File: config.mk
export PLATFORM = sky130hd
export DESIGN_NAME = video_sync_gen
export DESIGN_NICKNAME = d
export VERILOG_FILES = /design/src/rtl/vsg_pkg.sv /design/src/rtl/vsg_regs.sv /design/src/rtl/vsg_counters.sv /design/src/rtl/vsg_decode.sv /design/src/rtl/video_sync_gen.sv
export SDC_FILE = /design/constraint.sdc
export NUM_CORES = 1
export LEC_CHECK = 0
export BUFFER_PORTS_ARGS = -buffer_cell sky130_fd_sc_hd__buf_2
export CAP_MARGIN = 10
export CORE_ASPECT_RATIO = 1.2
export CORE_MARGIN = 4
export CORE_UTILIZATION = 56
export DETAILED_ROUTE_END_ITERATION = 12
export GPL_TIMING_DRIVEN = 0
export PLACE_DENSITY = 0.73
export SLEW_MARGIN = 0
export SYNTH_ARGS = -nofsm -noshare
export SYNTH_HDL_FRONTEND = slang
export SYNTH_SLANG_ARGS = --single-unit
File: constraint.sdc
create_clock -name clk -period 3.7 [get_ports clk]
set_clock_uncertainty 0.05 [all_clocks]
set_input_delay 0.555 -clock clk [delete_from_list [all_inputs] [get_ports clk]]
set_output_delay 0.555 -clock clk [all_outputs]
set_load 0.02 [all_outputs]
File: src/rtl/vsg_pkg.sv
package vsg_pkg;
  localparam int H_W  = 13;
  localparam int V_W  = 11;
  localparam int HC_W = 9;

  typedef struct packed {
    logic [V_W-1:0]  lines;
    logic [H_W-1:0]  hper;
    logic [V_W-1:0]  vdly;
    logic [H_W-1:0]  hdly;
    logic [V_W-1:0]  vcb;
    logic [V_W-1:0]  vce;
    logic [HC_W-1:0] hcb;
    logic [HC_W-1:0] hce;
  } cfg_t;

  typedef enum logic [2:0] {
    A_LINES = 3'd0, A_HPER = 3'd1, A_VDLY = 3'd2, A_HDLY = 3'd3,
    A_VCB   = 3'd4, A_VCE  = 3'd5, A_HCB  = 3'd6, A_HCE  = 3'd7
  } reg_addr_e;
endpackage

File: src/rtl/vsg_regs.sv
module vsg_regs
  import vsg_pkg::*;
#(
  parameter cfg_t RST_CFG = '0
) (
  input  logic        clk,
  input  logic        rst,
  input  logic        wr_en,
  input  logic [2:0]  wr_addr,
  input  logic [15:0] wr_data,
  input  logic        field_end,
  output cfg_t        act
);
  cfg_t shadow;
  logic [V_W-1:0] lines_w;
  logic [H_W-1:0] hper_w;

  // minimum legal values so the counters always wrap
  always_comb begin
    lines_w = wr_data[V_W-1:0];
    if (lines_w == '0) lines_w = V_W'(1);
    hper_w = wr_data[H_W-1:0];
    if (hper_w < H_W'(2)) hper_w = H_W'(2);
  end

  always_ff @(posedge clk) begin
    if (rst) begin
      shadow <= RST_CFG;
      act    <= RST_CFG;
    end else begin
      if (field_end) act <= shadow;
      if (wr_en) begin
        case (reg_addr_e'(wr_addr))
          A_LINES: shadow.lines <= lines_w;
          A_HPER:  shadow.hper  <= hper_w;
          A_VDLY:  shadow.vdly  <= wr_data[V_W-1:0];
          A_HDLY:  shadow.hdly  <= wr_data[H_W-1:0];
          A_VCB:   shadow.vcb   <= wr_data[V_W-1:0];
          A_VCE:   shadow.vce   <= wr_data[V_W-1:0];
          A_HCB:   shadow.hcb   <= wr_data[HC_W-1:0];
          default: shadow.hce   <= wr_data[HC_W-1:0];
        endcase
      end
    end
  end
endmodule

File: src/rtl/vsg_counters.sv
module vsg_counters
  import vsg_pkg::*;
#(
  parameter int PRESC = 6
) (
  input  logic            clk,
  input  logic            rst,
  input  cfg_t            act,
  output logic [H_W-1:0]  hcnt,
  output logic [V_W-1:0]  vcnt,
  output logic [HC_W-1:0] hunit,
  output logic            field_end
);
  localparam int PC_W = (PRESC > 1) ? $clog2(PRESC) : 1;

  logic line_end;
  logic tick;

  assign line_end  = (hcnt == act.hper - H_W'(1));
  assign field_end = line_end && (vcnt == act.lines - V_W'(1));

  always_ff @(posedge clk) begin
    if (rst) begin
      hcnt <= '0;
      vcnt <= '0;
    end else if (line_end) begin
      hcnt <= '0;
      vcnt <= field_end ? '0 : vcnt + V_W'(1);
    end else begin
      hcnt <= hcnt + H_W'(1);
    end
  end

  generate
    if (PRESC > 1) begin : g_div
      logic [PC_W-1:0] pc;
      assign tick = (pc == PC_W'(PRESC - 1));
      always_ff @(posedge clk) begin
        if (rst || line_end) pc <= '0;
        else if (tick)       pc <= '0;
        else                 pc <= pc + PC_W'(1);
      end
    end else begin : g_nodiv
      assign tick = 1'b1;
    end
  endgenerate

  always_ff @(posedge clk) begin
    if (rst || line_end)          hunit <= '0;
    else if (tick && hunit != '1) hunit <= hunit + HC_W'(1);
  end
endmodule

File: src/rtl/vsg_decode.sv
module vsg_decode
  import vsg_pkg::*;
#(
  parameter int HS_W = 56,
  parameter int VS_W = 3
) (
  input  cfg_t            act,
  input  logic [H_W-1:0]  hcnt,
  input  logic [V_W-1:0]  vcnt,
  input  logic [HC_W-1:0] hunit,
  input  logic [H_W-1:0]  area_w,
  input  logic [V_W-1:0]  area_h,
  output logic            hs,
  output logic            vs,
  output logic            hcl,
  output logic            vcl,
  output logic            pix
);
  logic [V_W:0] line_no;
  logic         in_h, in_v;

  assign hs      = ({1'b0, hcnt} < (H_W+1)'(HS_W));
  assign vs      = ({1'b0, vcnt} < (V_W+1)'(VS_W));
  assign hcl     = (hunit >= act.hcb) && (hunit < act.hce);
  assign line_no = {1'b0, vcnt} + (V_W+1)'(1);
  assign vcl     = (line_no >= {1'b0, act.vcb}) && (line_no < {1'b0, act.vce});
  assign in_h    = (hcnt >= act.hdly) &&
                   ({1'b0, hcnt} < {1'b0, act.hdly} + {1'b0, area_w});
  assign in_v    = (vcnt >= act.vdly) &&
                   ({1'b0, vcnt} < {1'b0, act.vdly} + {1'b0, area_h});
  assign pix     = in_h && in_v;
endmodule

File: src/rtl/video_sync_gen.sv
module video_sync_gen
  import vsg_pkg::*;
#(
  parameter int PRESC     = 6,
  parameter int HS_W      = 56,
  parameter int VS_W      = 3,
  parameter int RST_LINES = 625,
  parameter int RST_HPER  = 768,
  parameter int RST_VDLY  = 32,
  parameter int RST_HDLY  = 72,
  parameter int RST_VCB   = 1,
  parameter int RST_VCE   = 5,
  parameter int RST_HCB   = 0,
  parameter int RST_HCE   = 9
) (
  input  logic        clk,
  input  logic        rst,
  input  logic        wr_en,
  input  logic [2:0]  wr_addr,
  input  logic [15:0] wr_data,
  input  logic [12:0] area_w,
  input  logic [10:0] area_h,
  output logic        hsync,
  output logic        vsync,
  output logic        hclamp,
  output logic        vclamp,
  output logic        pix_en,
  output logic        irq_h,
  output logic        irq_v
);
  localparam cfg_t RST_CFG = '{
    lines: V_W'(RST_LINES), hper: H_W'(RST_HPER),
    vdly:  V_W'(RST_VDLY),  hdly: H_W'(RST_HDLY),
    vcb:   V_W'(RST_VCB),   vce:  V_W'(RST_VCE),
    hcb:   HC_W'(RST_HCB),  hce:  HC_W'(RST_HCE)
  };

  cfg_t            act_cfg;
  logic [H_W-1:0]  hcnt;
  logic [V_W-1:0]  vcnt;
  logic [HC_W-1:0] hunit;
  logic            field_end;
  logic            hs_prev, vs_prev;

  vsg_regs #(.RST_CFG(RST_CFG)) u_regs (
    .clk(clk), .rst(rst), .wr_en(wr_en), .wr_addr(wr_addr),
    .wr_data(wr_data), .field_end(field_end), .act(act_cfg)
  );

  vsg_counters #(.PRESC(PRESC)) u_cnt (
    .clk(clk), .rst(rst), .act(act_cfg), .hcnt(hcnt), .vcnt(vcnt),
    .hunit(hunit), .field_end(field_end)
  );

  vsg_decode #(.HS_W(HS_W), .VS_W(VS_W)) u_dec (
    .act(act_cfg), .hcnt(hcnt), .vcnt(vcnt), .hunit(hunit),
    .area_w(area_w), .area_h(area_h), .hs(hsync), .vs(vsync),
    .hcl(hclamp), .vcl(vclamp), .pix(pix_en)
  );

  always_ff @(posedge clk) begin
    if (rst) begin
      hs_prev <= 1'b0;
      vs_prev <= 1'b0;
      irq_h   <= 1'b0;
      irq_v   <= 1'b0;
    end else begin
      hs_prev <= hsync;
      vs_prev <= vsync;
      irq_h   <= hsync & ~hs_prev;
      irq_v   <= vsync & ~vs_prev;
    end
  end
endmodule

==> flow_summary_export.csv <==
group,metric,value,unit
floorplanning,die_height,166.3,um
logic_synthesis,synthCells,1498,
logic_synthesis,synth_edf_count,0,
sta,timing.final.setup_violations,2,
clocking,cts_hold_buffers,0,
routing,vias,10510,
grt,grt_start_max_net_pins,15,
worst_hold_path,min_from,"wr_data[12]",
sta,fin_crit,4.317,ns
routing,via_per_inst,5.639,
finish,nNetsFinal,1749,
sta,hold_viol_final,0,
logic_synthesis,avgSynthCellArea,7.802,sq um
routing,wire_per_inst,16.47,um
clocking,clock_latency,0.49,ns
sta,worst_pin_slew,0.8969,ns
power_and_ir_drop,p_leak,5.234,nW
clocking,max-clock-path-buffers,3,
placed_design,io_buffers,38,
setup_path,required,3.09,ns
power_and_ir_drop,vdd.ir_drop.worst,0.4175,mV
routing,finalWirelength,30.68,mm
routing,drtIter0Drc,746,
floorplanning,core,20400,sq um
clocking,htree_levels,1,
placed_design,gp_congestion,0.8615,
setup_path,cp-startpoint,"u_regs.act[40]",
finish,syn_to_final_growth,14.38,%
grt,grt_pass1_vias,9894,
logic_synthesis,synth_cell_type_count,58,
setup_path,reg2reg_depth,12,
sta,slew_headroom,40.21,%
setup_path,cp-end-kind,"primary output",
logic_synthesis,synth_compound_area_share,14.68,%
logic_synthesis,synth.yosys.warnings,0,
floorplanning,io_pins,53,
grt,grt_usage,25.00,%
sta,min_period_over_period,116.7,%
logic_synthesis,synth_flop_cell,"dfxtp_1",
logic_synthesis,synthSimpleGateAreaFrac,23.74,%
setup_path,worstSetupPathType,"reg2out",
setup_path,startpoint_type,"register",
logic_synthesis,ys_ff_latch,216,
run_status,outcome,"finished with violations",
sta,setup_ws,-0.6174,ns
clocking,cts_buffers,21,
setup_path,critical_path.max_fanout,3,
sta,max_freq,231.6,MHz
finish,diodes,0,
clocking,cts_tree,"built",
placed_design,dp_slack,-0.6100,ns
placed_design,dp_hpwl,22.09,mm
worst_hold_path,whs_path_depth,3,
sta,hold-worst-slack,0.3045,ns
finish,fillerInstances,1788,
logic_synthesis,synth_fa_ha_area_share,12.76,%
run,drv_cap,0,
clocking,root_buffer,"clkbuf_16",
logic_synthesis,async_flop_share,0,%
logic_synthesis,synth_top_family_by_area,"simple AND/OR/NAND/NOR gates",
worst_hold_path,hold_path_class,"in2reg",
finish,drive_gt1_share,10.51,%
logic_synthesis,ys_seq_area_share,37.00,%
logic_synthesis,synth_xor_area_share,5.695,%
logic_synthesis,muxShareOfSynthArea,0.3426,%
routing,drtPass1Iterations,5,
routing,drc,0,
clocking,clk_pin_slew,0.06,ns
setup_path,cp.arrival,3.71,ns
finish,utilization,65.54,%
floorplanning,initial_core_util,57.30,%
grt,overflow,0,
sta,setup_tns,-0.6908,ns
routing,drtAntennaViolNets,0,
power_and_ir_drop,pwr_density_cell,357.0,nW/um^2
grt,grt_pass1_wl,48.58,mm
logic_synthesis,syn_nets,1662,
floorplanning,die-area,23260,sq um
sta,rsz0062_at_grt,"true",
floorplanning,die_width,139.9,um
grt,antenna_found_initial,0,
floorplanning,num_rows,57,
logic_synthesis,syn_area,11690,sq um
clocking,clkSinkCount,216,
sta,slew_violations,0,
setup_path,rr_startpoint,"u_regs.act[77]",
run_status,failed_checks,"negative setup slack",
==> cells in the final DEF (no fill, tap or decap), types with 10 or more instances in the layout <==
| master | n |
|---|---|
| a21oi_1 | 189 |
| buf_2 | 39 |
| buf_4 | 30 |
| buf_6 | 10 |
| clkbuf_1 | 65 |
| clkbuf_16 | 21 |
| dfxtp_1 | 208 |
| ha_1 | 112 |
| inv_1 | 82 |
| nand2_1 | 363 |
| nand2b_1 | 11 |
| nand3_1 | 25 |
| nand3b_1 | 33 |
| nand4_1 | 11 |
| nor2_1 | 89 |
| nor2b_1 | 13 |
| nor3_1 | 28 |
| nor4_1 | 11 |
| o21ai_0 | 32 |
| xnor2_1 | 33 |
| xor2_1 | 40 |
==> final cells by class <==
type | count | area [sq um] | area share, %
plain buffers | 79 | 392.9 | 2.939
clock buffers | 31 | 623.1 | 4.661
clock inverters | 5 | 55.05 | 0.4118
inverters | 82 | 307.8 | 2.303
multi-input cells | 1120 | 6912 | 51.70
flip-flops and latches | 216 | 4344 | 32.50
well taps | 265 | 331.6 | 2.480
repair buffers | 65 | 401.6 | 3.004
==> path summary, 6_finish.rpt <==
kind                             to  slack (ns)
setup / recovery             pix_en       -0.62
hold / removal    u_regs.shadow[52]        0.30
setup reg to reg     u_regs.act[82]        0.40
hold reg to reg               irq_v        0.34
==> synthesized netlist by cell type, types with 3 or more instances <==
library cell  number  share of area, %
nand3_1           27               1.2
o21ai_0           34               1.5
ha_1             116                12
xor2_1            41               3.1
or2_2              5              0.27
nand4_1           11              0.59
nand2_1          363                12
mux2i_1            4              0.34
nor2b_1           13              0.70
clkbuf_1          68               2.2
dfxtp_1          216                37
buf_2              3              0.13
a211oi_1           9              0.58
nor2_1            89               2.9
a21boi_0           4              0.26
nor4_1            12              0.64
a21oi_1          195               8.4
inv_1             82               2.6
nand3b_1          33               2.1
o2111ai_1          6              0.45
and3_1            12              0.64
nand2b_1          12              0.64
a31oi_1            4              0.21
a211o_1            9              0.67
xnor2_1           35               2.6
o211ai_1           6              0.39
nor3b_1            4              0.26
o21a_1             8              0.51
nor3_1            29               1.2
a21o_1             9              0.58
buf_6              8              0.77
==> worst max-delay path, cell delays in order, from the launching register on <==
cell       delay (ns)
dfxtp_4          0.37
ha_4             0.17
fa_2             0.34
a21o_1           0.18
a21oi_2          0.16
nand2b_4         0.15
nand2b_1         0.07
a21oi_2          0.14
xor2_1           0.08
ha_1             0.30
nand4_1          0.08
nor2_1           0.09
o31ai_1          0.09
a31oi_1          0.17
o21a_1           0.16
o2111ai_2        0.11
a221oi_2         0.35
nor4_4           0.05
buf_4            0.16
==> per-layer routing <==
layer / share of wire [%] / wire length [um] / track usage (%)
met3: 6.3 / 1942 / 2.967
met4: 2.6 / 800 / 6.279
met1: 42 / 12930 / 32.01
met2: 49 / 15000 / 44.67
met5: 0 / 0 / 0
==> metrics by stage <==
| step | area, sq um | std cells | power, mW |
|---|---|---|---|
| floorplan | 11750 | 1498 | 2.597 |
| global placement | 12270 | 1801 | 2.689 |
| detailed placement | 12270 | 1801 | 2.695 |
| CTS | 13080 | 1846 | 4.790 |
| global route | 13370 | 1863 | 4.916 |
| finish | 13370 | 1863 | 4.773 |
==> power breakdown <==
group | internal, mW | switching (mW)
sequential | 2.35 | 0.0194
clock | 1.23 | 0.890
combinational | 0.0958 | 0.182
==> sequential cells by signal (all words and copies together), names as in the netlist <==
signal          flops
hs_prev             1
u_cnt.vcnt         11
u_cnt.hunit         9
u_cnt.g_div.pc      3
irq_v               1
vs_prev             1
irq_h               1
u_regs.act         88
u_cnt.hcnt         13
u_regs.shadow      88
==> timing repair <==
action / in CTS / in global routing
buffers inserted: 9 / 18
gates resized for setup: 20 / 50
setup endpoints to repair: 2 / 32
pin swaps: 16 / 12
==> kinds of logic (layout without fill, tap and decap cells) <==
group,Yosys count,in the layout
multiplexers,4,4
adder cells (fa/ha/maj),118,118
flip-flops,216,216
XOR/XNOR,76,76
AO/OA/AOI/OAI,300,300
AND/OR/NAND/NOR,622,622
buffers and inverters,162,262
Note: power is estimated with default switching activity, not from simulation.
